### src/rtl/mii_iso_pkg.sv
package mii_iso_pkg;
  // Output-enable bit positions, one per MII output pin group
  localparam int unsigned OE_TXCLK = 0;
  localparam int unsigned OE_RXCLK = 1;
  localparam int unsigned OE_RXDV  = 2;
  localparam int unsigned OE_RXER  = 3;
  localparam int unsigned OE_RXD   = 4;
  localparam int unsigned OE_COL   = 5;
  localparam int unsigned OE_CRS   = 6;
  localparam int unsigned OE_W     = 7;

  // Default number of consecutive enabled edges before test collision
  localparam int unsigned COL_RISE_DEF = 2;
endpackage

### src/rtl/mii_iso_ctrl.sv
module mii_iso_ctrl (
  input  logic clk,
  input  logic rst_n,
  input  logic isolate_en,
  input  logic coltest_en,
  output logic iso_q,
  output logic ct_q
);
  // Reset lands in the isolated state so the pins float until the
  // first post-reset edge samples the real request.
  always_ff @(posedge clk or negedge rst_n) begin
    if (!rst_n) begin
      iso_q <= 1'b1;
      ct_q  <= 1'b0;
    end else begin
      iso_q <= isolate_en;
      ct_q  <= coltest_en;
    end
  end
endmodule

### src/rtl/mii_iso_txgate.sv
module mii_iso_txgate #(
  parameter int unsigned DATA_W = 4
) (
  input  logic              clk,
  input  logic              rst_n,
  input  logic              isolate_en,
  input  logic [DATA_W-1:0] mac_txd,
  input  logic              mac_tx_en,
  input  logic              mac_tx_er,
  output logic [DATA_W-1:0] core_txd,
  output logic              core_tx_en,
  output logic              core_tx_er
);
  logic [DATA_W-1:0] txd_n;
  logic              en_n;
  logic              er_n;

  // Gate on the same edge that updates the isolate register
  always_comb begin
    txd_n = isolate_en ? '0   : mac_txd;
    en_n  = isolate_en ? 1'b0 : mac_tx_en;
    er_n  = isolate_en ? 1'b0 : mac_tx_er;
  end

  always_ff @(posedge clk or negedge rst_n) begin
    if (!rst_n) begin
      core_txd   <= '0;
      core_tx_en <= 1'b0;
      core_tx_er <= 1'b0;
    end else begin
      core_txd   <= txd_n;
      core_tx_en <= en_n;
      core_tx_er <= er_n;
    end
  end

  assert_tx_blocked_R3: assert property (@(posedge clk) disable iff (!rst_n)
    isolate_en |=> (!core_tx_en && !core_tx_er && core_txd == '0));

  assert_tx_forward_R4: assert property (@(posedge clk) disable iff (!rst_n)
    !isolate_en |=> (core_txd == $past(mac_txd) &&
                     core_tx_en == $past(mac_tx_en) &&
                     core_tx_er == $past(mac_tx_er)));
endmodule

### src/rtl/mii_iso_coltest.sv
module mii_iso_coltest #(
  parameter int unsigned RISE = 2
) (
  input  logic clk,
  input  logic rst_n,
  input  logic en_s,
  output logic test_col
);
  localparam int unsigned HIST_W = (RISE > 1) ? RISE - 1 : 1;
  localparam int unsigned CW     = $clog2(RISE + 1);

  generate
    if (RISE > 1) begin : g_hist
      logic [HIST_W-1:0] hist;
      always_ff @(posedge clk or negedge rst_n) begin
        if (!rst_n) hist <= '0;
        else        hist <= {hist[HIST_W-2+((HIST_W>1)?0:1):0], en_s} ;
      end
      // Enable now and on every one of the previous RISE-1 edges
      assign test_col = en_s & (&hist);
    end else begin : g_direct
      assign test_col = en_s;
    end
  endgenerate

  // Checker: consecutive-enable run length, counted independently
  logic [CW-1:0] run_cnt;
  always_ff @(posedge clk or negedge rst_n) begin
    if (!rst_n)                   run_cnt <= '0;
    else if (!en_s)               run_cnt <= '0;
    else if (run_cnt < CW'(RISE)) run_cnt <= run_cnt + 1'b1;
  end

  // rise latency and R9 release both follow from this relation
  assert_col_latency_R8: assert property (@(posedge clk) disable iff (!rst_n)
    test_col == (en_s && (run_cnt >= CW'(RISE - 1))));
endmodule

### src/rtl/mii_iso_pins.sv
module mii_iso_pins
  import mii_iso_pkg::*;
#(
  parameter int unsigned DATA_W = 4
) (
  input  logic              clk,
  input  logic              iso_q,
  input  logic              ct_q,
  input  logic              test_col,
  input  logic              core_rx_clk,
  input  logic              core_rx_dv,
  input  logic              core_rx_er,
  input  logic [DATA_W-1:0] core_rxd,
  input  logic              core_col,
  input  logic              core_crs,
  output logic              mii_tx_clk,
  output logic              mii_rx_clk,
  output logic              mii_rx_dv,
  output logic              mii_rx_er,
  output logic [DATA_W-1:0] mii_rxd,
  output logic              mii_col,
  output logic              mii_crs,
  output logic [OE_W-1:0]   mii_oe
);
  assign mii_tx_clk = clk;
  assign mii_rx_clk = core_rx_clk;
  assign mii_rx_dv  = core_rx_dv;
  assign mii_rx_er  = core_rx_er;
  assign mii_rxd    = core_rxd;
  assign mii_crs    = core_crs;
  assign mii_col    = ct_q ? test_col : core_col;

  generate
    for (genvar gi = 0; gi < OE_W; gi++) begin : g_oe
      assign mii_oe[gi] = ~iso_q;
    end
  endgenerate
endmodule

### src/rtl/mii_iso_gate.sv
module mii_iso_gate
  import mii_iso_pkg::*;
#(
  parameter int unsigned DATA_W   = 4,
  parameter int unsigned COL_RISE = COL_RISE_DEF
) (
  input  logic              clk,
  input  logic              rst_n,
  input  logic              isolate_en,
  input  logic              coltest_en,
  input  logic [DATA_W-1:0] mac_txd,
  input  logic              mac_tx_en,
  input  logic              mac_tx_er,
  output logic [DATA_W-1:0] core_txd,
  output logic              core_tx_en,
  output logic              core_tx_er,
  input  logic              core_rx_clk,
  input  logic              core_rx_dv,
  input  logic              core_rx_er,
  input  logic [DATA_W-1:0] core_rxd,
  input  logic              core_col,
  input  logic              core_crs,
  output logic              mii_tx_clk,
  output logic              mii_rx_clk,
  output logic              mii_rx_dv,
  output logic              mii_rx_er,
  output logic [DATA_W-1:0] mii_rxd,
  output logic              mii_col,
  output logic              mii_crs,
  output logic [OE_W-1:0]   mii_oe
);
  logic iso_q;
  logic ct_q;
  logic test_col;

  mii_iso_ctrl u_ctrl (
    .clk        (clk),
    .rst_n      (rst_n),
    .isolate_en (isolate_en),
    .coltest_en (coltest_en),
    .iso_q      (iso_q),
    .ct_q       (ct_q)
  );

  mii_iso_txgate #(.DATA_W(DATA_W)) u_txgate (
    .clk        (clk),
    .rst_n      (rst_n),
    .isolate_en (isolate_en),
    .mac_txd    (mac_txd),
    .mac_tx_en  (mac_tx_en),
    .mac_tx_er  (mac_tx_er),
    .core_txd   (core_txd),
    .core_tx_en (core_tx_en),
    .core_tx_er (core_tx_er)
  );

  mii_iso_coltest #(.RISE(COL_RISE)) u_coltest (
    .clk      (clk),
    .rst_n    (rst_n),
    .en_s     (core_tx_en),
    .test_col (test_col)
  );

  mii_iso_pins #(.DATA_W(DATA_W)) u_pins (
    .clk         (clk),
    .iso_q       (iso_q),
    .ct_q        (ct_q),
    .test_col    (test_col),
    .core_rx_clk (core_rx_clk),
    .core_rx_dv  (core_rx_dv),
    .core_rx_er  (core_rx_er),
    .core_rxd    (core_rxd),
    .core_col    (core_col),
    .core_crs    (core_crs),
    .mii_tx_clk  (mii_tx_clk),
    .mii_rx_clk  (mii_rx_clk),
    .mii_rx_dv   (mii_rx_dv),
    .mii_rx_er   (mii_rx_er),
    .mii_rxd     (mii_rxd),
    .mii_col     (mii_col),
    .mii_crs     (mii_crs),
    .mii_oe      (mii_oe)
  );

  // enables follow the sampled isolate request one edge later
  assert_oe_off_R5: assert property (@(posedge clk) disable iff (!rst_n)
    isolate_en |=> (mii_oe == '0));

  assert_oe_on_R5: assert property (@(posedge clk) disable iff (!rst_n)
    !isolate_en |=> (&mii_oe));

  assert_col_pass_R7: assert property (@(posedge clk) disable iff (!rst_n)
    !coltest_en |=> (mii_col == core_col));

  assert_col_release_R9: assert property (@(posedge clk) disable iff (!rst_n)
    (coltest_en && (!mac_tx_en || isolate_en)) |=> !mii_col);
endmodule

### config.mk
export PLATFORM = sky130hd
export DESIGN_NAME = mii_iso_gate
export DESIGN_NICKNAME = d
export VERILOG_FILES = /design/src/rtl/mii_iso_pkg.sv /design/src/rtl/mii_iso_ctrl.sv /design/src/rtl/mii_iso_txgate.sv /design/src/rtl/mii_iso_coltest.sv /design/src/rtl/mii_iso_pins.sv /design/src/rtl/mii_iso_gate.sv
export SDC_FILE = /design/constraint.sdc
export NUM_CORES = 1
export LEC_CHECK = 0
export BUFFER_PORTS_ARGS = -buffer_cell sky130_fd_sc_hd__buf_2
export CORE_MARGIN = 5
export CORE_UTILIZATION = 29
export DETAILED_ROUTE_END_ITERATION = 7
export PLACE_DENSITY = 0.8
export SYNTH_ARGS = -nofsm -noshare
export SYNTH_HDL_FRONTEND = slang
export SYNTH_HIERARCHICAL = 1
export SYNTH_SLANG_ARGS = --single-unit
### constraint.sdc
create_clock -name clk -period 0.81 [get_ports clk]
set_input_delay 0.1215 -clock clk [delete_from_list [all_inputs] [get_ports clk]]
set_output_delay 0.1215 -clock clk [all_outputs]
set_load 0.01 [all_outputs]
==> results of run 1 <==
[report_power, final]
group / internal (uW) / total [uW] / switching [uW]
clock: 384 / 629 / 245
combinational: 116 / 187 / 71.5
sequential: 474 / 483 / 8.72
total: 974 / 1300 / 326
[flip-flops by register name, summed over array words and instances (netlist names)]
| name | cells |
|---|---|
| u_txgate/core_tx_en | 1 |
| u_ctrl/iso_q | 1 |
| u_coltest/g_hist.hist | 1 |
| u_txgate/core_txd | 4 |
| u_txgate/core_tx_er | 1 |
| u_ctrl/ct_q | 1 |
[worst max-delay path by stage]
stage / to / slack [ns] / cells past startpoint
final: mii_col / -0.57 / 3
after global routing: mii_col / -0.62 / 3
after CTS: mii_col / -0.58 / 3
after detailed placement: mii_col / -0.18 / 3
after global placement: mii_col / -0.17 / 3
after floorplan: mii_col / -0.11 / 2
[critical path, stage by stage (launching register included)]
cell and delay (ns):
dfrtp_1 0.38, and2_1 0.14, mux2_4 0.25, buf_6 0.12
[final cells by class]
type	instances	area (um^2)
fillers	112	661
repair buffers	33	277
flip-flops and latches	9	226
multi-input cells	8	58.8
clock buffers	6	48.8
well taps	15	18.8
inverters	1	6.26
clock inverters	1	5.00
[metal layers]
| layer | wire, um | GRT usage [%] | share of wire [%] |
|---|---|---|---|
| met1 | 309 | 8.86 | 34 |
| met2 | 454 | 15.7 | 50 |
| met3 | 94 | 6.51 | 10 |
| met4 | 42 | 16.6 | 4.7 |
| met5 | 0 | 0 | 0 |
[cells in the final DEF (no fill, tap or decap)]
cell type / synthesis / routed
buf_2: 0 / 13
nor2b_1: 6 / 6
buf_4: 15 / 1
clkbuf_4: 0 / 5
dfstp_2: 1 / 1
mux2_4: 1 / 1
dfrtp_1: 8 / 8
and2_1: 1 / 1
dlygate4sd3_1: 0 / 8
buf_6: 0 / 12
clkinv_2: 0 / 1
inv_4: 0 / 1
[per-stage QoR]
| stage | util, % | TNS [ns] |
|---|---|---|
| 3_5_place_dp | 34.0 | -0.235 |
| 2_1_floorplan | - | -0.164 |
| 5_1_grt | 49.2 | -5.09 |
| 6_report | 49.2 | -4.59 |
| 4_1_cts | 48.8 | -4.81 |
| 3_3_place_gp | 34.0 | -0.207 |
[synthesized netlist by cell type]
cell type	instances	area (um^2)
buf_4	15	113
mux2_4	1	15.0
dfrtp_1	8	200
dfstp_2	1	26.3
inv_1	1	3.75
and2_1	1	6.26
nor2b_1	6	37.5
[cell families after synthesis]
| group | after synthesis | share of synthesized area (%) |
|---|---|---|
| DFF | 9 | 56.4 |
| muxes | 1 | 3.74 |
| buffers and inverters | 16 | 29.0 |
| and+or+nand+nor | 7 | 10.9 |
[timing repair]
action	4_1_cts	5_1_grt
gates resized for setup	11	1
endpoints found under the hold margin	16	0
setup buffers	1	1
hold buffers	8	0
setup endpoints to repair	15	14
==> results by group, run 1 <==
Critical path
  – Worst reg-to-reg setup slack: 0.18 ns
  – Largest fanout on the critical path: 2
  – Worst EP arrival: 1.26 ns
  – CP Capture Type: output pin
  – Setup crit start kind: flop
  – Worst Setup Path Type: flop to output pin
  – Critical Path Source: u_txgate/core_tx_en
  – Reg2reg start: u_txgate/core_tx_en
  – Reg2reg end: u_coltest/g_hist.hist
  – Worst reg-to-reg path cell count: 1
  – CP required: 0.69 ns

Power
  – Tot Pwr: 1300 uW
  – PD cells: 2030 nW/um^2
  – Lkg Pwr: 0.000333 uW
  – Max VDD drop: 1.44 mV

Global routing
  – GRT overflow: 0
  – Largest net degree at the start of global routing: 10
  – Initial antenna violation count: 0
  – GRT Total Usage: 11.2%
  – First-pass GRT wire length: 1.41 mm
  – Vias in the first global route: 352

Drt
  – Final ANT Viol Nets: 0
  – Drt drc: 0
  – DR vias: 301
  – Detailed Route WL: 901 um
  – Vias per Instance: 4.12
  – Drt wl/cell: 12.3 um
  – 1st-iter DRT viols: 0
  – Drt pass-1 iters: 1

Floorplan
  – Die Span Y: 47.2 um
  – Std-Cell Core Area: 1300 um^2
  – Die area: 2230 um^2
  – Starting density of the core: 30.9%
  – IO Count: 42
  – Die width: 47.2 um
  – Row count: 13

Timing
  – Worst hold margin: 0.0233 ns
  – Final setup viols: 14
  – Final setup margin: -0.572 ns
  – Fin crit share: 171%
  – Slew @ Worst Pin: 0.188 ns
  – Hold Violations, Final: 0
  – RSZ-0062 raised after global routing: true
  – Fmax: 0.724 GHz
  – Final Slew Violations: 0
  – Layout Skew: 0.0000222 ns
  – Slew HR: 87.4%
  – Min cycle time layout: 1.38 ns

Placement
  – I/O Buffers: 25
  – Cell Area, Placed: 443 um^2
  – Dpl ws: -0.183 ns
  – Gpl congestion: 0.630
  – Inst Count DP: 59

Final layout
  – Syn-to-layout area delta: 59.5%
  – Non-filler instance count after layout: 73
  – Final instance area: 641 um^2
  – Nets: 78
  – Antenna cells: 0
  – Share of post-route cells with drive strength above 1: 60.3%

Clocking
  – Skew-Pair Late Insertion Delay: 0.37 ns
  – CTS tree: done
  – Clock Pin Slew Worst Setup and Hold Paths: 0.06 ns

Synth
  – Cells after Synth: 33
  – Yosys warns: 6
  – Post-synth cell types: 7
  – Post-Syn Nets: 52
  – Sequential area share after synthesis: 56.4%
  – Netlist area before placement: 402 um^2
  – Mapped Avg Cell Area: 12.2 um^2
  – FF+latch count, synth: 9

Min path
  – HP Start: mac_txd[2]
  – Hold path endpoint: u_txgate/core_txd[2]
  – Worst hold path class: input port to flop
  – Hold path depth: 2

Run status
  – Failing checks: setup timing
  – Status: finished, violations left

Run
  – Max Cap Viol: 0
(Power assumes the default switching activity.)
==> run 2, diff against run 1 <==
--- a/config.mk
+++ b/config.mk
@@ -5,11 +5,12 @@
 export SDC_FILE = /design/constraint.sdc
 export NUM_CORES = 1
 export LEC_CHECK = 0
+export ABC_AREA = 1
 export BUFFER_PORTS_ARGS = -buffer_cell sky130_fd_sc_hd__buf_2
-export CORE_MARGIN = 5
 export CORE_UTILIZATION = 29
 export DETAILED_ROUTE_END_ITERATION = 7
 export PLACE_DENSITY = 0.8
+export SKIP_LAST_GASP = 1
 export SYNTH_ARGS = -nofsm -noshare
 export SYNTH_HDL_FRONTEND = slang
 export SYNTH_HIERARCHICAL = 1
==> results by group, run 2 <==
Timing
  – Final setup margin: -0.403 ns (+0.169 ns)
  – Min cycle time layout: 1.21 ns (-0.169 ns)
  – Slew HR: 87.4% (about the same)
  – Fin crit share: 150% (-21 points)
  – TNS Setup: -4.41 ns (+0.181 ns)
  – Final setup viols: 15 (+1)
  – Final Slew Violations: 0 (unchanged)
  – Slew @ Worst Pin: 0.189 ns (+0.000842 ns)
  – Fmax: 0.825 GHz (+14%)
  – Layout Skew: 0.00255 ns (+0.00252 ns)
  – Hold Violations, Final: 0 (unchanged)
  – RSZ-0062 raised after global routing: true

Global routing
  – Met1 global-route usage: 10.8% (+1.9 points)
  – GRT Total Usage: 14.6% (+3.5 points)
  – Grt peak-use layer: met2
  – Met3 track demand over resource: 7.95% (+1.4 points)
  – GRT overflow: 0 (unchanged)
  – Vias in the first global route: 336 (-4.5%)
  – Initial antenna violation count: 0 (unchanged)
  – First-pass GRT wire length: 1.30 mm (-7.8%)
  – GR met2 Demand/Resource: 23.0% (+7.2 points)
  – Largest net degree at the start of global routing: 10 (unchanged)

Synth
  – Sequential area share after synthesis: 55.2% (-1.2 points)
  – Commonest cells in the synthesized netlist: buf_4, inv_1, dfrtp_1, nor2_1, nand2_1
  – Yosys warns: 6 (unchanged)
  – FF+latch count, synth: 9 (unchanged)
  – Share of the synthesized area in the top cell type: 48.8% (-1.1 points)
  – Cells after Synth: 43 (+30%)
  – Mapped Avg Cell Area: 9.54 um^2 (-22%)
  – Post-Syn Nets: 62 (+19%)
  – Async S/R FF share, synth: 100% (unchanged)
  – Largest area contributor in the netlist: dfrtp_1
  – Netlist area before placement: 410 um^2 (+2.2%)
  – Top post-synthesis cells by area: dfrtp_1, buf_4, inv_1
  – Ys flop type: dfrtp_1
  – Post-synth cell types: 6 (-1)
  – Most frequent cell after synthesis: buf_4
  – Post-synth EDFFs: 0 (unchanged)

Final layout
  – Share of post-route cells with drive strength above 1: 49.3% (-11 points)
  – Biggest register: u_txgate/core_txd
  – Final core utilization: 50.6% (+1.3 points)
  – Most common cell after layout, fill and taps aside: buf_2
  – Max reg flops: 4 (unchanged)
  – Syn-to-layout area delta: 60.4%
  – Nets: 91 (+17%)
  – Most frequent cells in the layout: buf_2, buf_6, dlygate4sd3_1, inv_1, dfrtp_1
  – Antenna cells: 0 (unchanged)

Power
  – Cell-internal power: 977 uW (+0.29%)
  – Lkg Pwr: 0.000385 uW (+16%)
  – PD cells: 1970 nW/um^2 (-2.8%)
  – Max VDD drop: 1.46 mV (+1.3%)
  – Sw frac: 24.8% (-0.29 points)
  – Switching power: 321 uW (-1.3%)
  – Clk network pwr share: 48.2% (-0.2 points)
  – Logic gate share of total power: 14.5% (about the same)
  – Sequential Power Share: 37.2% (about the same)

Floorplan
  – Die width: 39.6 um (-16%)
  – Std-Cell Core Area: 1300 um^2 (unchanged)
  – Die area: 1570 um^2 (-30%)
  – Starting density of the core: 31.5% (+0.67 points)
  – Row count: 13 (unchanged)
  – Die Span Y: 39.6 um (-16%)
  – IO Count: 42 (unchanged)

Critical path
  – Slowest CP cell: dfrtp_1
  – Largest fanout on the critical path: 2 (unchanged)
  – Crit path buf inv count: 3 (+2)
  – Worst EP arrival: 1.09 ns (-0.17 ns)
  – Worst-path cell chain: buf_4, buf_6, buf_6
  – Reg2reg end: u_coltest/g_hist.hist
  – Worst reg-to-reg path cell count: 3 (+2)
  – CP required: 0.69 ns (about the same)
  – Setup crit start kind: flop
  – Worst reg-to-reg setup slack: -0.03 ns (-0.21 ns)
  – CP Capture Type: output pin
  – Reg2reg start: u_txgate/core_tx_en
  – Crit path max-delay family: flip-flops
  – Most frequent CP cell: buf_6
  – CP peak stage delay: 0.38 ns (about the same)
  – Worst Setup Path Type: flop to output pin

Placement
  – I/O Buffers: 25 (unchanged)
  – Gpl congestion: 0.627 (-0.41%)
  – Dpl hpwl: 462 um

Drt
  – DR vias: 321 (+6.6%)
  – Drt wl/cell: 10.2 um (-17%)
  – Drt drc: 0 (unchanged)
  – Final ANT Viol Nets: 0 (unchanged)
  – Drt pass-1 iters: 1 (unchanged)
  – Vias per Instance: 3.73 (-9.5%)
  – Detailed Route WL: 876 um (-2.8%)
  – 1st-iter DRT viols: 0 (unchanged)

Run status
  – Status: finished, violations left
  – Failing checks: setup timing

Run
  – Max Cap Viol: 0 (unchanged)

Clocking
  – Skew-Pair Late Insertion Delay: 0.37 ns (about the same)
  – CTS tree: done
  – Clock Pin Slew Worst Setup and Hold Paths: 0.06 ns (about the same)

Min path
  – Worst hold path class: input port to asynchronous set/reset pin
-- run 2: cell types whose count changed after synthesis --
cell	delta
nand2_1	+4
nor2_1	+6
and2_1	-1
mux2_4	-1
inv_1	+8
nor2b_1	-6
-- run 2: logic make-up after synthesis --
family	Yosys count	share of synthesized area, %
buffers and inverters	24	35.7
and+or+nand+nor	10	9.14
DFF	9	55.2
-- run 2: worst max-delay path by stage --
stage	cells past startpoint	slack (ns)	start	to
6_report	3	-0.40	u_txgate/core_tx_en	core_tx_en
4_1_cts	2	-0.40	u_ctrl/iso_q	mii_oe[5]
5_1_grt	5	-0.45	u_txgate/core_tx_en	mii_col
3_5_place_dp	2	-0.002	u_ctrl/iso_q	mii_oe[5]
2_1_floorplan	2	-0.01	u_ctrl/iso_q	mii_oe[1]
3_3_place_gp	2	0.004	u_ctrl/iso_q	mii_oe[6]
-- run 2: power groups by stage --
stage | Clock [uW] | Combinational (uW) | Sequential, uW
3_5_place_dp | 74.6 | 116 | 490
4_1_cts | 639 | 157 | 483
5_1_grt | 676 | 207 | 485
6_report | 626 | 189 | 483
3_3_place_gp | 74.6 | 113 | 490
2_1_floorplan | 102 | 94.5 | 499
-- run 2: area by class of cell --
cell class                 instances  area (um^2)
sequential                         9          226
inverter                           9         36.3
fill                             123          643
clock buffer                       7         52.6
multi-input combinational         10         37.5
tap                               15         18.8
timing repair buffer              36          287
-- run 2: worst register-to-register path, cell delays in order (launching register included) --
cell	delay [ns]
dfrtp_1	0.38
buf_4	0.13
buf_6	0.11
buf_4	0.12
-- run 2: repair_timing --
item / CTS / global route
resized for setup: 3 / 7
pin swaps: 2 / 2
endpoints found under the setup margin: 15 / 14
endpoints found under the hold margin: 17 / 0
setup buffers: 1 / 1
hold buffers: 9 / 0
-- run 2: through the flow --
step                area [um^2]  power (uW)  hold WS, ns  std cells  worst slack (ns)
finish                      658        1300        0.153         86            -0.403
global route                658        1370        0.169         86            -0.453
CTS                         607        1280        0.110         85            -0.395
detailed placement          452         681      -0.0266         69          -0.00192
global placement            452         677      -0.0265         69           0.00419
floorplan                   413         695       -0.174         43           -0.0140
-- run 2: routing by layer --
layer | share of wire, % | vias up
met5 | 0 | -
met2 | 58 | 22
met3 | 10 | 2
met1 | 29 | 136
li1 | - | 161
met4 | 1.8 | 0
==> run 3, diff against run 2 <==
--- a/config.mk
+++ b/config.mk
@@ -6,12 +6,11 @@
 export NUM_CORES = 1
 export LEC_CHECK = 0
 export ABC_AREA = 1
-export BUFFER_PORTS_ARGS = -buffer_cell sky130_fd_sc_hd__buf_2
+export BUFFER_PORTS_ARGS = -buffer_cell sky130_fd_sc_hd__clkbuf_2
 export CORE_UTILIZATION = 29
 export DETAILED_ROUTE_END_ITERATION = 7
 export PLACE_DENSITY = 0.8
 export SKIP_LAST_GASP = 1
 export SYNTH_ARGS = -nofsm -noshare
 export SYNTH_HDL_FRONTEND = slang
-export SYNTH_HIERARCHICAL = 1
 export SYNTH_SLANG_ARGS = --single-unit
==> results by group, run 3 <==
Placement
  – I/O Buffers: 25 (unchanged)
  – Cell Area, Placed: 438 um^2 (-3.0%)
  – Dpl ws: 0.00550 ns (+0.00742 ns)
  – Gpl congestion: 0.673 (+7.3%)
  – Dpl hpwl: 440 um (-4.7%)

Critical path
  – Worst Setup Path Type: flop to output pin
  – Setup crit start kind: flop
  – Worst EP arrival: 0.92 ns (-0.17 ns)
  – CP Capture Type: output pin
  – Crit path max-delay family: flip-flops
  – Crit path buf inv count: 2 (-1)
  – Largest fanout on the critical path: 7 (+5)
  – CP peak stage delay: 0.54 ns (+0.16 ns)
  – Slowest CP cell: dfstp_2
  – Worst-path cell chain: inv_4, clkbuf_2
  – CP required: 0.69 ns (about the same)

Synth
  – Largest area contributor in the netlist: dfrtp_1
  – Yosys warns: 0 (-6)
  – Post-synth cell types: 7 (+1)
  – Mapped Avg Cell Area: 9.86 um^2 (+3.3%)
  – Top post-synthesis cells by area: dfrtp_1, buf_4, inv_1
  – Post-synth EDFFs: 0 (unchanged)
  – Share of the synthesized area in the top cell type: 49.5% (+0.76 points)
  – Async S/R FF share, synth: 100% (unchanged)
  – Sequential area share after synthesis: 56.0% (+0.85 points)
  – FF+latch count, synth: 9 (unchanged)
  – Ys flop type: dfrtp_1
  – Netlist area before placement: 404 um^2 (-1.5%)
  – Most frequent cell after synthesis: buf_4
  – Post-Syn Nets: 60 (-3.2%)
  – Cells after Synth: 41 (-4.7%)
  – Commonest cells in the synthesized netlist: buf_4, dfrtp_1, inv_1, nor2_1, nand2_1

Final layout
  – Final instance area: 544 um^2 (-17%)
  – Most frequent cells in the layout: clkbuf_2, dfrtp_1, inv_1, nor2_1, dlygate4sd3_1
  – Antenna cells: 0 (unchanged)
  – Fill cells: 135 (+9.8%)
  – Max reg flops: 4 (unchanged)
  – Most common cell after layout, fill and taps aside: clkbuf_2
  – Nets: 80 (-12%)
  – Biggest register: u_txgate.core_txd
  – Share of post-route cells with drive strength above 1: 50.0% (+0.70 points)
  – Syn-to-layout area delta: 34.7%

Global routing
  – First-pass GRT wire length: 931 um (-28%)
  – Initial antenna violation count: 0 (unchanged)
  – GRT Total Usage: 9.84% (-4.8 points)
  – GRT overflow: 0 (unchanged)
  – Largest net degree at the start of global routing: 10 (unchanged)
  – Vias in the first global route: 273 (-19%)

Power
  – Clk network pwr share: 49.8% (+1.6 points)
  – Lkg Pwr: 0.000326 uW (-15%)
  – Sequential Power Share: 39.3% (+2.1 points)
  – Switching power: 302 uW (-6.1%)
  – Cell-internal power: 928 uW (-5.0%)
  – Max VDD drop: 0.824 mV (-44%)
  – Logic gate share of total power: 10.9% (-3.6 points)
  – PD cells: 2260 nW/um^2 (+15%)
  – Sw frac: 24.5% (-0.22 points)

Clocking
  – Num CTS Buffers: 3
  – CTS tree: done
  – CTS root buf: clkbuf_4
  – Skew-Pair Late Insertion Delay: 0.21 ns (-0.16 ns)
  – Max Root-Sink Buffers: 2
  – H-tree depth: 1
  – Clock Pin Slew Worst Setup and Hold Paths: 0.06 ns (about the same)

Drt
  – DR vias: 295 (-8.1%)
  – 1st-iter DRT viols: 6 (+6)
  – Drt pass-1 iters: 4 (+3)
  – Drt wl/cell: 8.27 um (-19%)
  – Vias per Instance: 3.93 (+5.4%)
  – Final ANT Viol Nets: 0 (unchanged)
  – Detailed Route WL: 620 um (-29%)
  – Drt drc: 0 (unchanged)

Run status
  – Failing checks: setup timing
  – Status: finished, violations left

Floorplan
  – Starting density of the core: 31.1% (-0.48 points)
  – IO Count: 42 (unchanged)
  – Die width: 39.3 um (-0.73%)
  – Die area: 1550 um^2 (-1.5%)
  – Die Span Y: 39.3 um (-0.73%)
  – Std-Cell Core Area: 1300 um^2 (unchanged)
  – Row count: 13 (unchanged)

Timing
  – Layout Skew: 0.0000223 ns (-0.00252 ns)
  – Min cycle time layout: 1.04 ns (-0.170 ns)
  – Final setup viols: 11 (-4)
  – Slew @ Worst Pin: 0.214 ns (+0.0249 ns)
  – Slew HR: 85.7% (-1.7 points)
  – Final Slew Violations: 0 (unchanged)
  – Fin crit share: 129% (-21 points)
  – Final setup margin: -0.233 ns (+0.170 ns)
  – Fmax: 0.959 GHz (+16%)
  – Hold Violations, Final: 0 (unchanged)
  – RSZ-0062 raised after global routing: true

Run
  – Max Cap Viol: 0 (unchanged)

Min path
  – Worst hold path class: input port to flop
-- run 3: final timing paths --
kind                            depth (start not counted)                    end                start  slack (ns)
worst min-delay path                                    1           u_ctrl.iso_q           isolate_en        0.07
worst min register to register                          0  u_coltest.g_hist.hist  u_txgate.core_tx_en        0.40
max in group asynchronous                               2           u_ctrl.iso_q                rst_n        0.28
min in group asynchronous                               2    u_txgate.core_tx_er                rst_n        0.29
worst max-delay path                                    2              mii_oe[2]         u_ctrl.iso_q       -0.23
worst max register to register                          0  u_coltest.g_hist.hist  u_txgate.core_tx_en        0.30
-- run 3: cell families after synthesis --
family	count (synthesis)	synth area share [%]
buffers and inverters	23	35.3
DFF	9	56.0
and+or+nand+nor	9	8.67
-- run 3: cell type report --
type	instances	area [um^2]	share of cell area, %
clock inverters	1	3.75	0.690
repair buffers	29	183	33.6
inverters	8	32.5	5.98
well taps	15	18.8	3.45
multi-input cells	9	35.0	6.44
clock buffers	4	45.0	8.28
flip-flops and latches	9	226	41.6
-- run 3: repair_timing --
action	CTS	global route
pin swaps	2	0
gates cloned	0	0
buffers inserted	1	0
gates resized for setup	2	10
endpoints found under the hold margin	13	0
endpoints found under the setup margin	15	15
hold buffers	5	0
-- run 3: layer usage --
layer,global-route usage [%],share of wire (%)
met2,18.8,50
met3,6.82,14
met5,0,0
met4,6.03,2.3
met1,6.41,33
-- run 3: power by group through the flow --
| stage | combinational [uW] | sequential (uW) | clock [uW] |
|---|---|---|---|
| final | 135 | 483 | 612 |
| after CTS | 130 | 484 | 607 |
| after global routing | 154 | 486 | 670 |
| after detailed placement | 111 | 492 | 74.5 |
| after global placement | 109 | 490 | 74.5 |
| after floorplan | 93.8 | 499 | 102 |
-- run 3: per-stage QoR --
step | util (%) | instances | TNS (ns) | hold WS, ns | total power [uW]
after floorplan | - | 41 | -0.0843 | -0.174 | 695
after global placement | 33.7 | 66 | 0 | -0.0229 | 674
after detailed placement | 33.7 | 66 | 0 | -0.0154 | 677
after CTS | 41.1 | 76 | -2.70 | 0.0394 | 1220
after global routing | 41.8 | 75 | -2.36 | 0.0747 | 1310
final | 41.8 | 75 | -1.86 | 0.0678 | 1230
